## src/rtl/i2c_dual_code_port.sv

```systemverilog
`timescale 1ns/1ps
module i2c_dual_code_port #(
  parameter int COMMIT_CYC = 1250000,
  parameter int PORT_W     = 5
) (
  input  logic              clk,
  input  logic              rst_n,
  input  logic              scl_i,
  input  logic              sda_i,
  input  logic              addr_sel,
  input  logic [PORT_W-1:0] port_in,
  output logic              sda_oe,
  output logic [7:0]        code_a,
  output logic [7:0]        code_b,
  output logic              busy,
  output logic              commit_pulse
);
  localparam int TW = $clog2(COMMIT_CYC + 1);
  localparam logic [6:0] ADDR_HI = 7'b1001110;
  localparam logic [6:0] ADDR_LO = 7'b0110111;

  typedef enum logic [2:0] {S_IDLE, S_ADDR, S_AACK, S_WR, S_WACK, S_RD, S_RACK, S_WAIT} st_t;
  st_t state;

  logic [1:0] scl_s, sda_s;
  logic [2:0] scl_h, sda_h;
  logic       scl_f, sda_f, scl_q, sda_q;

  always_ff @(posedge clk or negedge rst_n) begin
    if (!rst_n) begin
      scl_s <= '1; sda_s <= '1; scl_h <= '1; sda_h <= '1;
      scl_f <= 1'b1; sda_f <= 1'b1; scl_q <= 1'b1; sda_q <= 1'b1;
    end else begin
      scl_s <= {scl_s[0], scl_i};
      sda_s <= {sda_s[0], sda_i};
      scl_h <= {scl_h[1:0], scl_s[1]};
      sda_h <= {sda_h[1:0], sda_s[1]};
      if (scl_h == 3'b111) scl_f <= 1'b1; else if (scl_h == 3'b000) scl_f <= 1'b0;
      if (sda_h == 3'b111) sda_f <= 1'b1; else if (sda_h == 3'b000) sda_f <= 1'b0;
      scl_q <= scl_f;
      sda_q <= sda_f;
    end
  end

  wire start_c = scl_f & scl_q & sda_q & ~sda_f;
  wire stop_c  = scl_f & scl_q & ~sda_q & sda_f;
  wire rise    = scl_f & ~scl_q;
  wire fall    = ~scl_f & scl_q;

  logic [7:0] sh, tx, snap, port_byte, nbyte;
  logic [3:0] cnt;
  logic [1:0] idx, nidx;
  logic       rw, nack;

  always_comb begin
    port_byte = '0;
    port_byte[PORT_W-1:0] = port_in;
    nidx  = (idx == 2'd2) ? 2'd2 : idx + 2'd1;
    nbyte = (nidx == 2'd1) ? code_b : snap;
  end

  wire match = sh[7:1] == (addr_sel ? ADDR_HI : ADDR_LO);
  wire wr_ev = (state == S_WR) && fall && cnt == 4'd8 && !start_c && !stop_c;

  always_ff @(posedge clk or negedge rst_n) begin
    if (!rst_n) begin
      state <= S_IDLE; sh <= '0; tx <= '0; snap <= '0; cnt <= '0;
      idx <= '0; rw <= 1'b0; nack <= 1'b0; sda_oe <= 1'b0;
    end else if (start_c) begin
      state <= S_ADDR; cnt <= '0; sda_oe <= 1'b0;
    end else if (stop_c) begin
      state <= S_IDLE; sda_oe <= 1'b0;
    end else begin
      case (state)
        S_ADDR, S_WR: begin
          if (rise) begin
            sh  <= {sh[6:0], sda_f};
            cnt <= cnt + 4'd1;
          end else if (fall && cnt == 4'd8) begin
            if (state == S_WR) begin
              sda_oe <= 1'b1; state <= S_WACK;
            end else if (match) begin
              sda_oe <= 1'b1; rw <= sh[0]; state <= S_AACK;
            end else begin
              state <= S_WAIT;
            end
          end
        end
        S_AACK: if (fall) begin
          cnt <= '0;
          if (rw) begin
            idx <= '0; snap <= port_byte; tx <= code_a;
            sda_oe <= ~code_a[7]; state <= S_RD;
          end else begin
            sda_oe <= 1'b0; state <= S_WR;
          end
        end
        S_WACK: if (fall) begin
          sda_oe <= 1'b0; cnt <= '0; state <= S_WR;
        end
        S_RD: if (fall) begin
          if (cnt == 4'd7) begin
            sda_oe <= 1'b0; state <= S_RACK;
          end else begin
            tx <= {tx[6:0], 1'b0}; sda_oe <= ~tx[6]; cnt <= cnt + 4'd1;
          end
        end
        S_RACK: begin
          if (rise) nack <= sda_f;
          else if (fall) begin
            if (nack) state <= S_WAIT;
            else begin
              idx <= nidx; tx <= nbyte; sda_oe <= ~nbyte[7];
              cnt <= '0; state <= S_RD;
            end
          end
        end
        default: ;
      endcase
    end
  end

  logic [1:0]    st_sel, cm_sel;
  logic [5:0]    st_a, st_b, cm_a, cm_b;
  logic [TW-1:0] timer;

  always_ff @(posedge clk or negedge rst_n) begin
    if (!rst_n) begin
      st_sel <= '0; st_a <= '0; st_b <= '0;
      cm_sel <= '0; cm_a <= '0; cm_b <= '0;
      timer <= '0; busy <= 1'b0; commit_pulse <= 1'b0;
    end else begin
      commit_pulse <= 1'b0;
      if (wr_ev) begin
        st_sel <= sh[7:6];
        if (sh[7:6] == 2'b00) st_a <= sh[5:0];
        if (sh[7:6] == 2'b01) st_b <= sh[5:0];
        busy  <= 1'b1;
        timer <= TW'(COMMIT_CYC - 1);
      end else if (busy) begin
        if (timer == '0) begin
          cm_sel <= st_sel; cm_a <= st_a; cm_b <= st_b;
          busy <= 1'b0; commit_pulse <= 1'b1;
        end else begin
          timer <= timer - 1'b1;
        end
      end
    end
  end

  assign code_a = {cm_sel, cm_a};
  assign code_b = {cm_sel, cm_b};
endmodule

```

## config.mk

```make
export PLATFORM = sky130hd
export DESIGN_NAME = i2c_dual_code_port
export DESIGN_NICKNAME = d
export VERILOG_FILES = /design/src/rtl/i2c_dual_code_port.sv
export SDC_FILE = /design/constraint.sdc
export NUM_CORES = 1
export LEC_CHECK = 0
export BUFFER_PORTS_ARGS = -buffer_cell sky130_fd_sc_hd__buf_4
export CAP_MARGIN = 20
export CELL_PAD_IN_SITES_DETAIL_PLACEMENT = 1
export CELL_PAD_IN_SITES_GLOBAL_PLACEMENT = 1
export CORE_UTILIZATION = 40
export CTS_CLUSTER_DIAMETER = 200
export DETAILED_ROUTE_END_ITERATION = 7
export HOLD_SLACK_MARGIN = 0.03
export PLACE_DENSITY_LB_ADDON = 0.12
export SYNTH_ARGS = -nofsm -noshare
export SYNTH_HDL_FRONTEND = slang
export SYNTH_SLANG_ARGS = --single-unit
export TNS_END_PERCENT = 5
```

## constraint.sdc

```tcl
create_clock -name clk -period 2.95 [get_ports clk]
set_input_delay 0.295 -clock clk [delete_from_list [all_inputs] [get_ports clk]]
set_output_delay 0.295 -clock clk [all_outputs]
set_load 0.02 [all_outputs]
```

Yosys cells after proc, flatten, opt, wreduce, memory -nomap -nowiden
Index checks and enable logic that the tools add are counted.

word-level totals
  flip-flop bits (word level) = 97
  bits in latches = 0
  bits in writable memories = 0
  memory bits (read-only) = 0
  word-level logic and storage cells = 191
  memories kept = 0

cells by class
  $add $sub $neg = 3
  $mul = 0
  div/mod/pow operators = 0
  order comparisons = 0
  equality and inequality tests = 40
  shift-type cells = 0
  mux-type cells = 70
  bitwise logic cells = 19
  reductions and logical operators = 33

operator list
  cell                                                 number
  2-to-1 mux 21 bit                                    3
  2-to-1 mux 7 bit                                     8
  2-to-1 mux 3 bit                                     13
  2-to-1 mux 4 bit                                     9
  != test 4 bit (second input constant)                9
  2-to-1 mux 1 bit                                     24
  logical NOT 21 bit                                   1
  case mux 7 bit (3 select lines)                      1
  subtractor 21 x 1 -> 21 bit (second input constant)  1
  AND reduction 10 bit                                 2
  != test 2 bit (second input constant)                9
  != test 3 bit (second input constant)                6
  AND reduction 9 bit                                  2
  case mux 4 bit (4 select lines)                      1
  equality test 3 bit (second input constant)          5
  case mux 3 bit (5 select lines)                      1
  2-to-1 mux 2 bit                                     7
  inverter 1 bit                                       12
  2-to-1 mux 8 bit                                     1
  AND reduction 4 bit                                  2
  AND reduction 8 bit                                  1
  nonzero test 2 bit                                   4
  AND 1 bit                                            7
  equality test 7 bit                                  1
  24 further kinds                                     35

Longest topological paths before layout
  depth in word-level cells = 11
  gate-level depth with buffers = 8
  depth with buffers taken out = 7

Worst setup path after synthesis
OpenSTA, ideal clock, no wires.

  path type = register to register
  start = register timer[0]
  end = register cm_a[0]
  data arrival time = 2.277 ns
  data required time = 2.825 ns
  setup slack = 0.548 ns
  stages on the path, launching flop included = 9
  buffers on the path = 1
  clock period less this slack = 2.402 ns
  cells stage by stage = dfrtp_1 -> inv_1 -> ha_1 -> or3b_2 -> nor4_4 -> and3_4 -> nand3_4 -> buf_6 -> mux2_4

on the way
  longest elaborated chain between the ends = 2

ends and longest elaborated chain
  item                           line  text
  start: declaration             125   logic [TW-1:0] timer;
  start signal: assignment       139   timer <= TW'(COMMIT_CYC - 1);
  start signal: assignment       145   timer <= timer - 1'b1;
  logical NOT 21 bit             141   if (timer == '0) begin
  AND reduction 3 bit (no line)  n/a
  end signal: assignment         142   cm_sel <= st_sel; cm_a <= st_a; cm_b <= st_b;
  end: declaration               124   logic [5:0] st_a, st_b, cm_a, cm_b;

Every way passes these cells.
A chain may end at the register's enable or synchronous reset.

Worst setup path in the final report
  start = register timer[13]
  end = register timer[18]

on the way
  longest elaborated chain between the ends = 4
  elaborated cells on any way between the ends = 7

ends and longest elaborated chain
  item                         line  text
  subtractor 21 x 1 -> 21 bit  145
  2-to-1 mux 21 bit            141
  2-to-1 mux 21 bit            140   end else if (busy) begin
  2-to-1 mux 21 bit            134   if (wr_ev) begin

Parallel ways exist; a longest one is shown, timed or not. The select of a mux whose other input is x is not followed.

==> results.md <==
- The signal arrival time at the worst endpoint is 2.68 ns.
- The number of global-route vias before repair is 3315.
- The number of nets in the synthesized netlist is 414.
- The clock tree root buffer cell is clkbuf_16.
- The post-layout utilization of the core is 47.9%.
- The clock net in this run drives a total of 97 sinks.
- A synthesized cell averages between 10 and 15 um2.
- The endpoint of the worst hold-timing path is scl_s[0]$_DFF_PN1_.
- The placed standard-cell area is 4950 um2.
- The first-pass GRT wire length is 17200 um.
- The starting density of the core is between 40% and 50%.
- The height of the chip is 109 um.
- The area growth from synthesis to layout is 14.9%.
- In the routed design, unresolved DRC markers number 0.
- In this run, synthesis inferred 0 flip-flops with an integrated enable.
- Summed over all cells, the static leakage comes to 2.52 nW.
- The power per unit of standard cell area is about 650 nW/um2.
- In this run, the number of DRC markers left after iteration 0 of detailed routing was about 110.
- In this run the post-CTS setup repair buffer count came out at 0.
- Routability-driven placement finished with a final weighted congestion of approximately 0.75.
- The achievable clock frequency is 417 MHz.
- Clock skew on the completed layout was measured at ~0.0047 ns.
- The total congestion overflow after global routing is 0.
- The die covers 11900 um2.
- For this block, the via count after detailed routing is 3151.
- The number of vias per cell is between 5 and 6.
- Clock latency on the worst-skew pair, taken at its later pin, is 0.34 ns.
- The final-report setup violation count is 0.
- The finished layout cell area is 5260 um2.
- The initial antenna violation count is 0.
- The die span in x is 109 um.
- The fraction of the yosys area taken by sequential cells is a little over half.
- The clock slew seen by the registers of the worst setup and hold paths is 0.07 ns.
- The cell count after placement is 555.
- Setup repair after global routing left no endpoint under its margin.
- After floorplanning, the core was sized to cover 11000 um2.
- The worst register-to-register path ends at timer[18]$_DFFE_PN0P_.
- Sorting the synthesized cells by area gives the leading types as dfrtp_1 45%, mux2_2 8.1%, dfstp_2 8.0%.
- At the worst endpoint, the required time is 3.24 ns.
- The final instance count without filler cells is approximately 570.
- After detailed routing, the total wire length is 10300 um.
- The H-tree was split into 3 levels.
- The number of core rows is 38.
- The smallest clock period supported by the final layout is computed as 2.40 ns.
- The worst setup path is captured at a flip-flop.
- Buffers placed on the I/O ports in this run total 28.
- After synthesis, the share of flip-flops with an asynchronous set or reset is 100%.
- Across the run, the number of max-cap violations was 0.
- The post-detailed-route wirelength per cell is 18.1 um.
- The beginning of the worst hold path is scl_i.
- The number of CTS-inserted buffers is 9.
- The worst path uses about four fifths of the clock period.
- Once detail routing completed, the nets flagged for antenna violations numbered 0.
- The pre-antenna-repair detailed-routing pass consisted of 4 iterations.
- The setup slack on the worst flop-to-flop path is about 0.55 ns.
- Cells with a size suffix above 1 make up 28.2% of the layout.
- Counting cells, the worst reg-to-reg path comes to 6.
- The number of unique standard cell types used by synthesis is 66.
- The final-report hold violation count is 0.
- The HPWL after detailed placement is 7290 um.
- Global routing used 19.2% of the available tracks.
- Gates resized during post-CTS repair numbered 0.
- The pin count of the biggest net entering global routing is 53.
- The post-synthesis cell count is 399.
- Across the VDD grid, the largest voltage drop is 341 uV.
- The mapped netlist covers 4580 um2.
- The number of max-slew violations in the final report is 0.
- STA classifies the critical path startpoint as a flip-flop.
- The number of antenna diodes in the final layout is 0.
- The design draws 3.40 mW.
- Among all flip-flop cells after synthesis, the most frequent one is dfrtp_1.
- The I/O pin count is 29.
- The maximum buffer depth of the clock tree is 2.
- Along the worst path, the maximum fanout reaches 10.
- The flip-flop and latch count after synthesis is 97.
- The final layout net count is 442.
- The worst register-to-register path begins at timer[13]$_DFFE_PN0P_.
- The startpoint-to-endpoint class of the critical path is reg2reg.
- In this run the worst hold path is classified as in2reg.
- The TritonCTS clock tree is done.
- Counting instances, the worst hold path has a depth of 1.
- The total of warnings raised by yosys is 0.
- The run finished with clean final reports.
- The largest total area in the synthesized netlist belongs to dfrtp_1.
- The transition at the pin with the smallest max-transition slack is approximately 0.62 ns.
- Tracing the worst setup path back leads to its startpoint at timer[13]$_DFFE_PN0P_.
- Summed over its instances, the top area cell type makes up 45.4% of the synthesized netlist area.
- The relative slew slack is 58.4%.
- The setup total negative slack is 0 ns.
[Yosys cell counts (4+ instances only)]
cell / instances
mux2_2: 33
nand3b_1: 4
nor2_1: 25
or3_1: 6
nor3_1: 5
o211ai_1: 4
nand2_1: 34
nor4bb_1: 4
dfrtp_1: 83
xor2_1: 7
ha_1: 5
o21ai_0: 25
nand3_1: 9
nor4_1: 5
mux2i_1: 6
a221oi_1: 4
mux2_4: 9
clkbuf_1: 16
xnor2_1: 9
inv_1: 15
nor2b_1: 5
dfstp_2: 14
a21oi_1: 10
[critical path, cell delays in order, from the launching register on]
cell,delay (ns)
dfrtp_1,0.42
or4_4,0.58
nor4b_4,0.28
buf_4,0.20
or3b_1,0.37
or4_1,0.40
nand2_1,0.08
[cell type report]
type	instances	area (um2)
multi-input combinational	268	2000
tap	140	175
fill	1154	5720
inverter	15	56.3
clock buffer	13	282
sequential	97	2440
clock inverter	3	20.0
timing repair buffer	36	285
[through the flow]
stage | hold slack [ns] | setup WS, ns
finish | 0.0545 | 0.553
global route | 0.0413 | 0.446
CTS | 0.0387 | 0.557
detailed placement | 0.347 | 0.580
global placement | 0.347 | 0.628
floorplan | -0.000591 | 0.548
[worst max path at each step]
stage / to / depth (start not counted)
after floorplan: cm_a[0]$_DFFE_PN0P_ / 8
after global placement: cm_b[5]$_DFFE_PN0P_ / 7
after detailed placement: timer[18]$_DFFE_PN0P_ / 6
after CTS: timer[18]$_DFFE_PN0P_ / 6
after global routing: cm_b[4]$_DFFE_PN0P_ / 6
final: timer[18]$_DFFE_PN0P_ / 6
[where the power goes]
part / switching, mW / internal (mW) / leakage [nW]
registers: 0.163 / 1.44 / 1.28
logic: 0.355 / 0.268 / 1.09
clock network: 0.509 / 0.672 / 0.152
total: 1.03 / 2.38 / 2.52
[cell usage in the layout (no fill, tap or decap), types with 7 or more instances in the layout]
cell       count
xor2_1         7
nand3_1        9
dfstp_2       14
inv_1         15
buf_4         34
mux2_2        33
xnor2_1        9
clkbuf_16     10
mux2_4         9
nor2_1        25
o21ai_0       25
nand2_1       34
a21oi_1       10
dfrtp_1       83
[state kept, by name (all words and copies together), names as in the netlist, 3 cells and up]
| register | flops |
|---|---|
| st_a | 6 |
| cm_a | 6 |
| tx | 7 |
| cnt | 4 |
| sh | 8 |
| sda_h | 3 |
| snap | 5 |
| scl_h | 3 |
| cm_b | 6 |
| timer | 21 |
| st_b | 6 |
| state | 3 |
[timing repair]
item                       CTS  global route
hold endpoints to repair    31             0
hold buffers                 1             0
setup endpoints to repair    0             0
[logic make-up after synthesis]
logic type,share of synthesized area [%]
buffers and inverters,3.11
XOR/XNOR,3.06
AO/OA/AOI/OAI,11.2
AND/OR/NAND/NOR,15.5
multiplexers,12.4
flip-flops,53.4
adder cells (fa/ha/maj),1.37
[layer usage]
layer | up-vias | global-route usage, % | part of all wire (%)
li1 | 1490 | - | -
met1 | 1623 | 24.7 | 47
met2 | 25 | 32.0 | 50
met3 | 13 | 3.11 | 1.7
met4 | 0 | 8.20 | 1.9
met5 | - | 0 | 0
Note: power is estimated with default switching activity, not from simulation.
